File: src/rtl/fadd_pkg.sv
package fadd_pkg;

  typedef enum logic [2:0] {
    OP_ADD  = 3'd0,
    OP_ADDS = 3'd1,
    OP_AND  = 3'd2,
    OP_ANDS = 3'd3,
    OP_ORR  = 3'd4,
    OP_EOR  = 3'd5,
    OP_CCMN = 3'd6,
    OP_CCMP = 3'd7
  } opKind_e;

  typedef enum logic [1:0] {
    FS_ARITH = 2'd0,
    FS_LOGIC = 2'd1,
    FS_IMM   = 2'd2
  } flagSrc_e;

  typedef enum logic [1:0] {
    CS_INPUT = 2'd0,
    CS_ZERO  = 2'd1,
    CS_ONE   = 2'd2
  } carrySel_e;

  typedef enum logic [1:0] {
    LG_AND = 2'd0,
    LG_ORR = 2'd1,
    LG_EOR = 2'd2
  } logicOp_e;

  typedef struct packed {
    logic      flagLoad;
    flagSrc_e  flagSrc;
    logic      invertB;
    carrySel_e carrySel;
    logicOp_e  logicOp;
    logic      pickLogic;
  } ctrlStrobe_t;

  localparam int FLAG_W = 4;
  localparam int FLAG_N = 3;
  localparam int FLAG_Z = 2;
  localparam int FLAG_C = 1;
  localparam int FLAG_V = 0;

endpackage

File: src/rtl/fadd_cond_eval.sv
module fadd_cond_eval
  import fadd_pkg::*;
(
  input  logic [3:0]        cond,
  input  logic [FLAG_W-1:0] curFlags,
  output logic              condPass
);

  logic n, z, c, v;
  logic baseTest;

  assign n = curFlags[FLAG_N];
  assign z = curFlags[FLAG_Z];
  assign c = curFlags[FLAG_C];
  assign v = curFlags[FLAG_V];

  // Even codes test a predicate; odd codes invert it; 14 and 15 always pass.
  always_comb begin
    unique case (cond[3:1])
      3'd0:    baseTest = z;
      3'd1:    baseTest = c;
      3'd2:    baseTest = n;
      3'd3:    baseTest = v;
      3'd4:    baseTest = c & ~z;
      3'd5:    baseTest = (n == v);
      3'd6:    baseTest = ~z & (n == v);
      default: baseTest = 1'b1;
    endcase
  end

  assign condPass = (cond[3:1] == 3'd7) ? 1'b1 : (baseTest ^ cond[0]);

endmodule

File: src/rtl/fadd_ctrl.sv
module fadd_ctrl
  import fadd_pkg::*;
(
  input  logic              valid,
  input  logic [2:0]        opSel,
  input  logic [3:0]        cond,
  input  logic [FLAG_W-1:0] curFlags,
  output ctrlStrobe_t       strobe
);

  opKind_e opKind;
  logic    condPass;

  assign opKind = opKind_e'(opSel);

  fadd_cond_eval u_condEval (
    .cond     (cond),
    .curFlags (curFlags),
    .condPass (condPass)
  );

  always_comb begin
    strobe.flagLoad  = 1'b0;
    strobe.flagSrc   = FS_ARITH;
    strobe.invertB   = 1'b0;
    strobe.carrySel  = CS_INPUT;
    strobe.logicOp   = LG_AND;
    strobe.pickLogic = 1'b0;
    unique case (opKind)
      OP_ADD: begin
      end
      OP_ADDS: begin
        strobe.flagLoad = valid;
      end
      OP_AND: begin
        strobe.pickLogic = 1'b1;
      end
      OP_ANDS: begin
        strobe.pickLogic = 1'b1;
        strobe.flagLoad  = valid;
        strobe.flagSrc   = FS_LOGIC;
      end
      OP_ORR: begin
        strobe.pickLogic = 1'b1;
        strobe.logicOp   = LG_ORR;
      end
      OP_EOR: begin
        strobe.pickLogic = 1'b1;
        strobe.logicOp   = LG_EOR;
      end
      OP_CCMN: begin
        strobe.carrySel = CS_ZERO;
        strobe.flagLoad = valid;
        strobe.flagSrc  = condPass ? FS_ARITH : FS_IMM;
      end
      OP_CCMP: begin
        strobe.invertB  = 1'b1;
        strobe.carrySel = CS_ONE;
        strobe.flagLoad = valid;
        strobe.flagSrc  = condPass ? FS_ARITH : FS_IMM;
      end
      default: begin
      end
    endcase
  end

endmodule

File: src/rtl/fadd_datapath.sv
module fadd_datapath
  import fadd_pkg::*;
#(
  parameter int DATA_W = 64
) (
  input  logic              clk,
  input  logic              rstN,
  input  ctrlStrobe_t       strobe,
  input  logic              wideSel,
  input  logic              carryIn,
  input  logic [DATA_W-1:0] opA,
  input  logic [DATA_W-1:0] opB,
  input  logic [FLAG_W-1:0] nzcvImm,
  output logic [DATA_W-1:0] result,
  output logic [FLAG_W-1:0] flags
);

  localparam int HALF_W = DATA_W / 2;

  logic [DATA_W-1:0] widthMask;
  logic [DATA_W-1:0] aMasked, bMasked;
  logic              cinBit;
  logic [DATA_W:0]   sumFull;
  logic [DATA_W-1:0] arithRes, logicRes;
  logic              carryOut, overflow;
  logic [FLAG_W-1:0] nextFlags;

  function automatic logic signAt(input logic [DATA_W-1:0] x, input logic wide);
    return wide ? x[DATA_W-1] : x[HALF_W-1];
  endfunction

  assign widthMask = wideSel ? {DATA_W{1'b1}} : {{(DATA_W-HALF_W){1'b0}}, {HALF_W{1'b1}}};
  assign aMasked   = opA & widthMask;
  assign bMasked   = (strobe.invertB ? ~opB : opB) & widthMask;

  always_comb begin
    unique case (strobe.carrySel)
      CS_ZERO: cinBit = 1'b0;
      CS_ONE:  cinBit = 1'b1;
      default: cinBit = carryIn;
    endcase
  end

  assign sumFull  = {1'b0, aMasked} + {1'b0, bMasked} + {{DATA_W{1'b0}}, cinBit};
  assign arithRes = sumFull[DATA_W-1:0] & widthMask;
  // With both operands masked, the carry lands in the bit just past the width.
  assign carryOut = wideSel ? sumFull[DATA_W] : sumFull[HALF_W];
  assign overflow = (signAt(aMasked, wideSel) == signAt(bMasked, wideSel)) &&
                    (signAt(arithRes, wideSel) != signAt(aMasked, wideSel));

  always_comb begin
    unique case (strobe.logicOp)
      LG_ORR:  logicRes = (opA | opB) & widthMask;
      LG_EOR:  logicRes = (opA ^ opB) & widthMask;
      default: logicRes = (opA & opB) & widthMask;
    endcase
  end

  assign result = strobe.pickLogic ? logicRes : arithRes;

  always_comb begin
    unique case (strobe.flagSrc)
      FS_LOGIC: nextFlags = {signAt(logicRes, wideSel), (logicRes == '0), 1'b0, 1'b0};
      FS_IMM:   nextFlags = nzcvImm;
      default:  nextFlags = {signAt(arithRes, wideSel), (arithRes == '0), carryOut, overflow};
    endcase
  end

  always_ff @(posedge clk or negedge rstN) begin
    if (!rstN) begin
      flags <= '0;
    end else if (strobe.flagLoad) begin
      flags <= nextFlags;
    end
  end

endmodule

File: src/rtl/flag_adder_cc.sv
module flag_adder_cc
  import fadd_pkg::*;
#(
  parameter int DATA_W = 64
) (
  input  logic              clk,
  input  logic              rstN,
  input  logic              valid,
  input  logic              wideSel,
  input  logic [2:0]        opSel,
  input  logic [3:0]        cond,
  input  logic [3:0]        nzcvImm,
  input  logic              carryIn,
  input  logic [DATA_W-1:0] opA,
  input  logic [DATA_W-1:0] opB,
  output logic [DATA_W-1:0] result,
  output logic [3:0]        flags
);

  ctrlStrobe_t strobe;

  fadd_ctrl u_ctrl (
    .valid    (valid),
    .opSel    (opSel),
    .cond     (cond),
    .curFlags (flags),
    .strobe   (strobe)
  );

  fadd_datapath #(.DATA_W(DATA_W)) u_datapath (
    .clk     (clk),
    .rstN    (rstN),
    .strobe  (strobe),
    .wideSel (wideSel),
    .carryIn (carryIn),
    .opA     (opA),
    .opB     (opB),
    .nzcvImm (nzcvImm),
    .result  (result),
    .flags   (flags)
  );

endmodule

File: config.mk
export PLATFORM = sky130hd
export DESIGN_NAME = flag_adder_cc
export DESIGN_NICKNAME = d
export VERILOG_FILES = /design/src/rtl/fadd_pkg.sv /design/src/rtl/fadd_cond_eval.sv /design/src/rtl/fadd_ctrl.sv /design/src/rtl/fadd_datapath.sv /design/src/rtl/flag_adder_cc.sv
export SDC_FILE = /design/constraint.sdc
export NUM_CORES = 1
export LEC_CHECK = 0
export CAP_MARGIN = 30
export CORE_AREA = 2 2 147 149
export CTS_CLUSTER_DIAMETER = 200
export DETAILED_ROUTE_END_ITERATION = 7
export DIE_AREA = 0 0 149 151
export PLACE_DENSITY = 0.79
export SYNTH_ARGS = -nofsm -noshare
export SYNTH_HDL_FRONTEND = slang
export SYNTH_HIERARCHICAL = 1
export SYNTH_SLANG_ARGS = --single-unit
File: constraint.sdc
create_clock -name clk -period 11 [get_ports clk]
set_input_delay 1.1 -clock clk [delete_from_list [all_inputs] [get_ports clk]]
set_output_delay 1.1 -clock clk [all_outputs]
set_load 0.02 [all_outputs]
==> results.cfg, run 1 <==
[placed_design]
place_inst = 2010
globalplace.congestion = 0.991
place_hpwl_microns = 31700
portBuffers = 211
placed_area_sq_um = 12500

[global_routing]
met3_usage_pct = 4.25
globalRouteMet2Util_pct = 53.4
grt_pass1_vias = 10894
grt_usage_pct = 32.2
grt_max_degree = 68
grt_first_pass_wirelength_microns = 58500
gr-total-overflow = 0
grtUsageMet1_pct = 45.7
antenna_found_initial = 1
grt-busiest-layer = met2

[clock_tree]
clock_sink_count = 4
h-tree-depth = 1
cts_root_buffer = clkbuf_16
clk_pin_slew_worst_paths_ps = 30
hold_buffers = 0
cts_setup_buffers = 0
cts_made_buffers = 3
cts.path.max_buffers = 2
cts_tree = yes
insertion_delay_ps = 220
cts.repair.resized = 0

[floorplan]
io_pins = 212
placementRows = 53
dieArea_sq_um = 22500
die_h_microns = 151
initial_core_util_pct = 49.7
core_sq_um = 20800
die_x_microns = 149

[synth]
yosysTopAreaCell = ha_1
synthArstFlopShare_pct = 100
synth_top_area_share_pct = 24.1
synth-seq-cells = 4
synth_area_leaders = ha_1, a21oi_1, inv_1
yosysWarnings = 6
synth_cell_type_count = 83
synth-simple-area-share_pct = 23.1
synth_nets = 1949
synth-seq-area-share_pct = 0.968
synth_compound_area_share_pct = 27.0
synth_ff_type = dfrtp_1
synth.most_common_cell = ha_1
synth_commonest_cells = ha_1, inv_1, nand2_1
avgSynthCellArea_sq_um = 6.45
synthMuxAreaShare_pct = 3.47
synthCells = 1604
synth-xor-area-share_pct = 10.2
synth-edff-count = 0
synth_fa_ha_area_share_pct = 24.5
synth_top_family_by_area = compound AO/OA/AOI/OAI gates
mappedNetlistArea_sq_um = 10300

[setup_path]
cp_max_fo = 34
worstRegToRegCells = 14
critPathKind = in -> out
cp.arrival_ps = 7050
r2r-end = u_datapath/flags[2]
start_kind = input port
ff2ff_setup_slack_ps = 6540
end_kind = primary output
cp.required_ps = 9900
r2r_start = u_datapath/flags[2]

[final_layout]
design_area_sq_um = 12600
num_antenna_cells = 0
reg.largest.list = u_datapath/flags (4)
largest_reg_flops = 4
regMostFlops = u_datapath/flags
stdcell_count = 2013
area_growth_pct = 21.5
num-nets-final = 2085
drive_gt1_share_pct = 2.53

[pwr]
p_leak_nw = 5.69
ir_drop_mv = 0.0633
pwr_density_cell_nw_per_um2 = 68.5
p_total_uw = 861

[timing]
holdWs_ps = 553
fin_crit_ps = 8150
slew_viol_final = 0
rsz0062_at_grt = no
worst_slew_pin_slew_ps = 1010
fmax_ghz = 0.123
setup_viol = 0
min_period_over_period_pct = 74.1
slew_headroom_pct = 32.4
finClkSkew_ps = 0.143
finalSetupTns_ps = 0
finalHoldViolCount = 0

[routing]
post_drt_wl_per_cell_microns = 18.8
drc_errors = 0
totalWireLength_microns = 37900
vias_per_cell = 5.92
antenna_left = 0
first_pass_iters = 5
vias = 11917
drtIter0Drc = 940

[min_path]
worstHoldPathType = reg -> reg
whs_endpoint = u_datapath/flags[3]
holdCritStartpoint = u_datapath/flags[3]
hold_path_depth = 1

[outcome]
status = finished, final reports clean

[job]
cap_violations = 0
==> power breakdown <==
group	internal (mW)	leakage, nW	switching (mW)
Combinational	0.316	5.61	0.466
Clock	0.0464	0.0370	0.0102
Sequential	0.0180	0.0474	0.00449
Total	0.381	5.69	0.481
==> metrics by stage <==
step | worst slack, ps | utilization [%]
3_3_place_gp | 2970 | 60.0
5_1_grt | 2400 | 60.3
2_1_floorplan | 4350 | -
3_5_place_dp | 2960 | 60.0
6_report | 2850 | 60.3
4_1_cts | 2930 | 60.3
==> routing by layer <==
| layer | vias up | part of all wire [%] |
|---|---|---|
| met2 | 489 | 45 |
| li1 | 5816 | - |
| met4 | 2 | 1.2 |
| met1 | 5580 | 47 |
| met3 | 30 | 7.4 |
| met5 | - | 0.034 |
==> cell families after synthesis <==
family | after synthesis
muxes | 35
AOI/OAI and AO/OA | 449
DFF | 4
xor gates and xnor gates | 121
adders and majority gates | 201
and+or+nand+nor | 511
buffers and inverters | 283
==> worst max-delay path: stages <==
cell             delay, ps
clkdlybuf4s50_1        600
and3_4                 630
buf_4                  580
xnor2_1                190
nor2_1                  60
ha_1                   560
nand4_1                180
nor4_1                 660
nand3_1                230
a211oi_1               400
nor4_1                 120
or2_2                  370
o21ai_0                210
xor2_1                 170
nor2_1                  60
a211oi_1               250
clkdlybuf4s50_1        640
==> how the worst max path moves through the flow <==
| stage | from | to | slack, ps | depth (start not counted) |
|---|---|---|---|---|
| finish | opSel[2] | result[58] | 2850 | 17 |
| global route | opSel[2] | result[58] | 2400 | 17 |
| CTS | opSel[2] | result[58] | 2930 | 17 |
| detailed placement | opSel[2] | result[58] | 2960 | 17 |
| global placement | opSel[2] | result[58] | 2970 | 17 |
| floorplan | opSel[2] | result[58] | 4350 | 17 |
==> placed cells by master (no fill, tap or decap), types with 7 or more instances in the layout <==
cell / instances
clkdlybuf4s50_1: 211
ha_1: 197
inv_1: 195
nand2_1: 165
nor2_1: 164
a21oi_1: 147
o21ai_0: 109
xnor2_1: 66
xor2_1: 55
a22oi_1: 48
nand4_1: 32
mux2i_1: 28
nand2b_1: 27
nand3_1: 24
a21o_1: 24
nor3_1: 21
nor4_1: 18
o21ai_1: 15
a211oi_1: 13
and2_1: 11
nor2b_1: 10
o211ai_1: 10
o21bai_1: 10
and3_1: 8
a31oi_1: 7
o21a_1: 7
o31ai_1: 7
mux2_2: 7
==> layout make-up <==
class | instances | area, sq um
multi-input combinational | 1317 | 9150
fill | 2045 | 8260
timing repair buffer | 217 | 2160
inverter | 197 | 741
tap | 275 | 344
sequential | 4 | 100
clock buffer | 3 | 75.1
No activity file was read; power rests on OpenSTA's default activity.
==> run 2: changes to the inputs <==
Settings changed: PLACE_DENSITY 0.79 to 0.82.
Clock period 11 ns to 6.8 ns, I/O delays scaled along.
==> run 2 against run 1 <==
Effect of this change:
- non-clock buffer count rose by 34
- count of clock-buffer cells in the layout did not move
- register-to-register slack got worse by 4100 ps
- first-iteration DRC count rose by 25%
- worst hold slack improved by 64 ps
- combinational power rose by 66%
- routed wire length rose by 1.5%
- critical path type unchanged
- highest routed layer is now met4
==> results.cfg, run 2 (synthesis gave the netlist of run 1 again) <==
[outcome]
status = finished, final reports clean

[final_layout]
drive_gt1_share_pct = 4.51
regMostFlops = u_datapath/flags
design_area_sq_um = 12900
nFillCells = 1992
num-nets-final = 2119
num_antenna_cells = 0
utilization_pct = 61.9
stdcell_count = 2047
layout_common_cells = clkdlybuf4s50_1, ha_1, inv_1
largest_reg_flops = 4
reg.largest.list = u_datapath/flags (4)
layout_commonest_cell = clkdlybuf4s50_1
area_growth_pct = 24.5

[floorplan]
io_pins = 212
dieArea_sq_um = 22500
core_sq_um = 20800
die_h_microns = 151
placementRows = 53
initial_core_util_pct = 49.7
die_x_microns = 149

[routing]
drc_errors = 0
totalWireLength_microns = 38500
drtIter0Drc = 1171
vias = 12234
first_pass_iters = 8
vias_per_cell = 5.98
antenna_left = 0
post_drt_wl_per_cell_microns = 18.8

[global_routing]
gr-total-overflow = 0
grt_pass1_vias = 11426
grt_usage_pct = 32.5
antenna_found_initial = 0
grt_max_degree = 71
grt_first_pass_wirelength_microns = 59300

[placed_design]
globalplace.congestion = 0.977
place_inst = 2042
portBuffers = 211
placed_area_sq_um = 12700
dp_slack_ps = -28.3
place_hpwl_microns = 32000

[setup_path]
cp.required_ps = 6120
ff2ff_setup_slack_ps = 2440
critPathKind = in -> out
worstRegToRegCells = 14
r2r-end = u_datapath/flags[2]
cp-endpoint = result[54]
cp_max_fo = 5
start_kind = input port
end_kind = primary output
cp.arrival_ps = 5850
r2r_start = u_datapath/flags[3]
critical_path.startpoint = opSel[1]

[pwr]
p_sw_uw = 793
swShare_pct = 55.5
power_frac_comb_pct = 90.9
pwr_density_cell_nw_per_um2 = 111
ir_drop_mv = 0.0759
power.clock.fraction_pct = 6.5
p_seq_share_pct = 2.6
internal-power_uw = 636
p_leak_nw = 5.99

[clock_tree]
cts.path.max_buffers = 2
h-tree-depth = 1
insertion_delay_ps = 230
cts_made_buffers = 3
clk_pin_slew_worst_paths_ps = 30
hold_buffers = 0
clock_sink_count = 4
cts_tree = yes
cts_root_buffer = clkbuf_16

[timing]
holdWs_ps = 617
slew_viol_final = 0
finClkSkew_ps = 1.80
finalHoldViolCount = 0
fin_ws_ps = 267
fmax_ghz = 0.153
fin_crit_ps = 6530
worst_slew_pin_slew_ps = 801
setup_viol = 0
min_period_over_period_pct = 96.1
slew_headroom_pct = 46.0
rsz0062_at_grt = no

[job]
cap_violations = 0

[min_path]
worstHoldPathType = reg -> reg
==> run 2: changes by cell type in the layout (fill, tap and decap cells not counted), sizes merged <==
cell	delta
dlymetal6s2s	+6
clkdlybuf4s50	-6
buf	+34
==> run 2: cell type report <==
class,instances,area [sq um],share of cell area [%]
inverters,197,741,5.75
repair buffers,251,2440,18.9
clock buffers,3,75.1,0.583
multi-input cells,1317,9180,71.3
flip-flops and latches,4,100,0.777
well taps,275,344,2.67
==> run 2: routing by layer <==
metal | track usage (%) | up-vias | wire length [microns]
met4 | 5.48 | 0 | 691
met3 | 4.37 | 59 | 3050
met2 | 53.0 | 539 | 16900
met5 | 0 | - | 0
li1 | - | 5888 | -
met1 | 46.1 | 5748 | 17900
==> run 2: power groups by stage <==
stage          Clock, mW  Combinational, mW  Sequential (mW)
3_5_place_dp           0               1.26           0.0374
5_1_grt           0.0944               1.40           0.0380
3_3_place_gp           0               1.25           0.0368
2_1_floorplan          0              0.763           0.0411
6_report          0.0927               1.30           0.0374
4_1_cts           0.0924               1.27           0.0373
==> run 2: how the worst min path moves through the flow <==
stage                     depth (start not counted)                  end  slack [ps]                start
after detailed placement                          1  u_datapath/flags[3]         590  u_datapath/flags[3]
after global placement                            1  u_datapath/flags[3]         550  u_datapath/flags[3]
after global routing                              1  u_datapath/flags[0]         640  u_datapath/flags[0]
final                                             2  u_datapath/flags[1]         620  u_datapath/flags[1]
after CTS                                         1  u_datapath/flags[3]         610  u_datapath/flags[3]
after floorplan                                   0  u_datapath/flags[0]         380                 rstN
==> run 2: per-stage QoR <==
stage                     total power, mW  setup TNS, ps
after floorplan                     0.804              0
after global placement               1.29              0
after detailed placement             1.30          -28.3
after CTS                            1.40              0
after global routing                 1.53              0
final                                1.43              0
==> run 2: repair_timing <==
action,4_1_cts,5_1_grt
buffers inserted,0,2
endpoints found under the setup margin,1,7
gates resized for setup,1,11
pin swaps,0,1
==> run 2: worst max-delay path, cell delays in order <==
cell             delay, ps
clkdlybuf4s50_1        560
ha_1                   190
nor3b_2                150
inv_1                   60
ha_1                   290
mux2i_1                140
fa_1                   520
fa_1                   460
nand2b_1               180
a21o_1                 190
a2111o_1               480
a211oi_2               330
nor4_1                 110
or2_2                  320
buf_4                  160
xnor2_1                210
mux2i_1                120
nor2_1                 100
clkdlybuf4s50_1        610
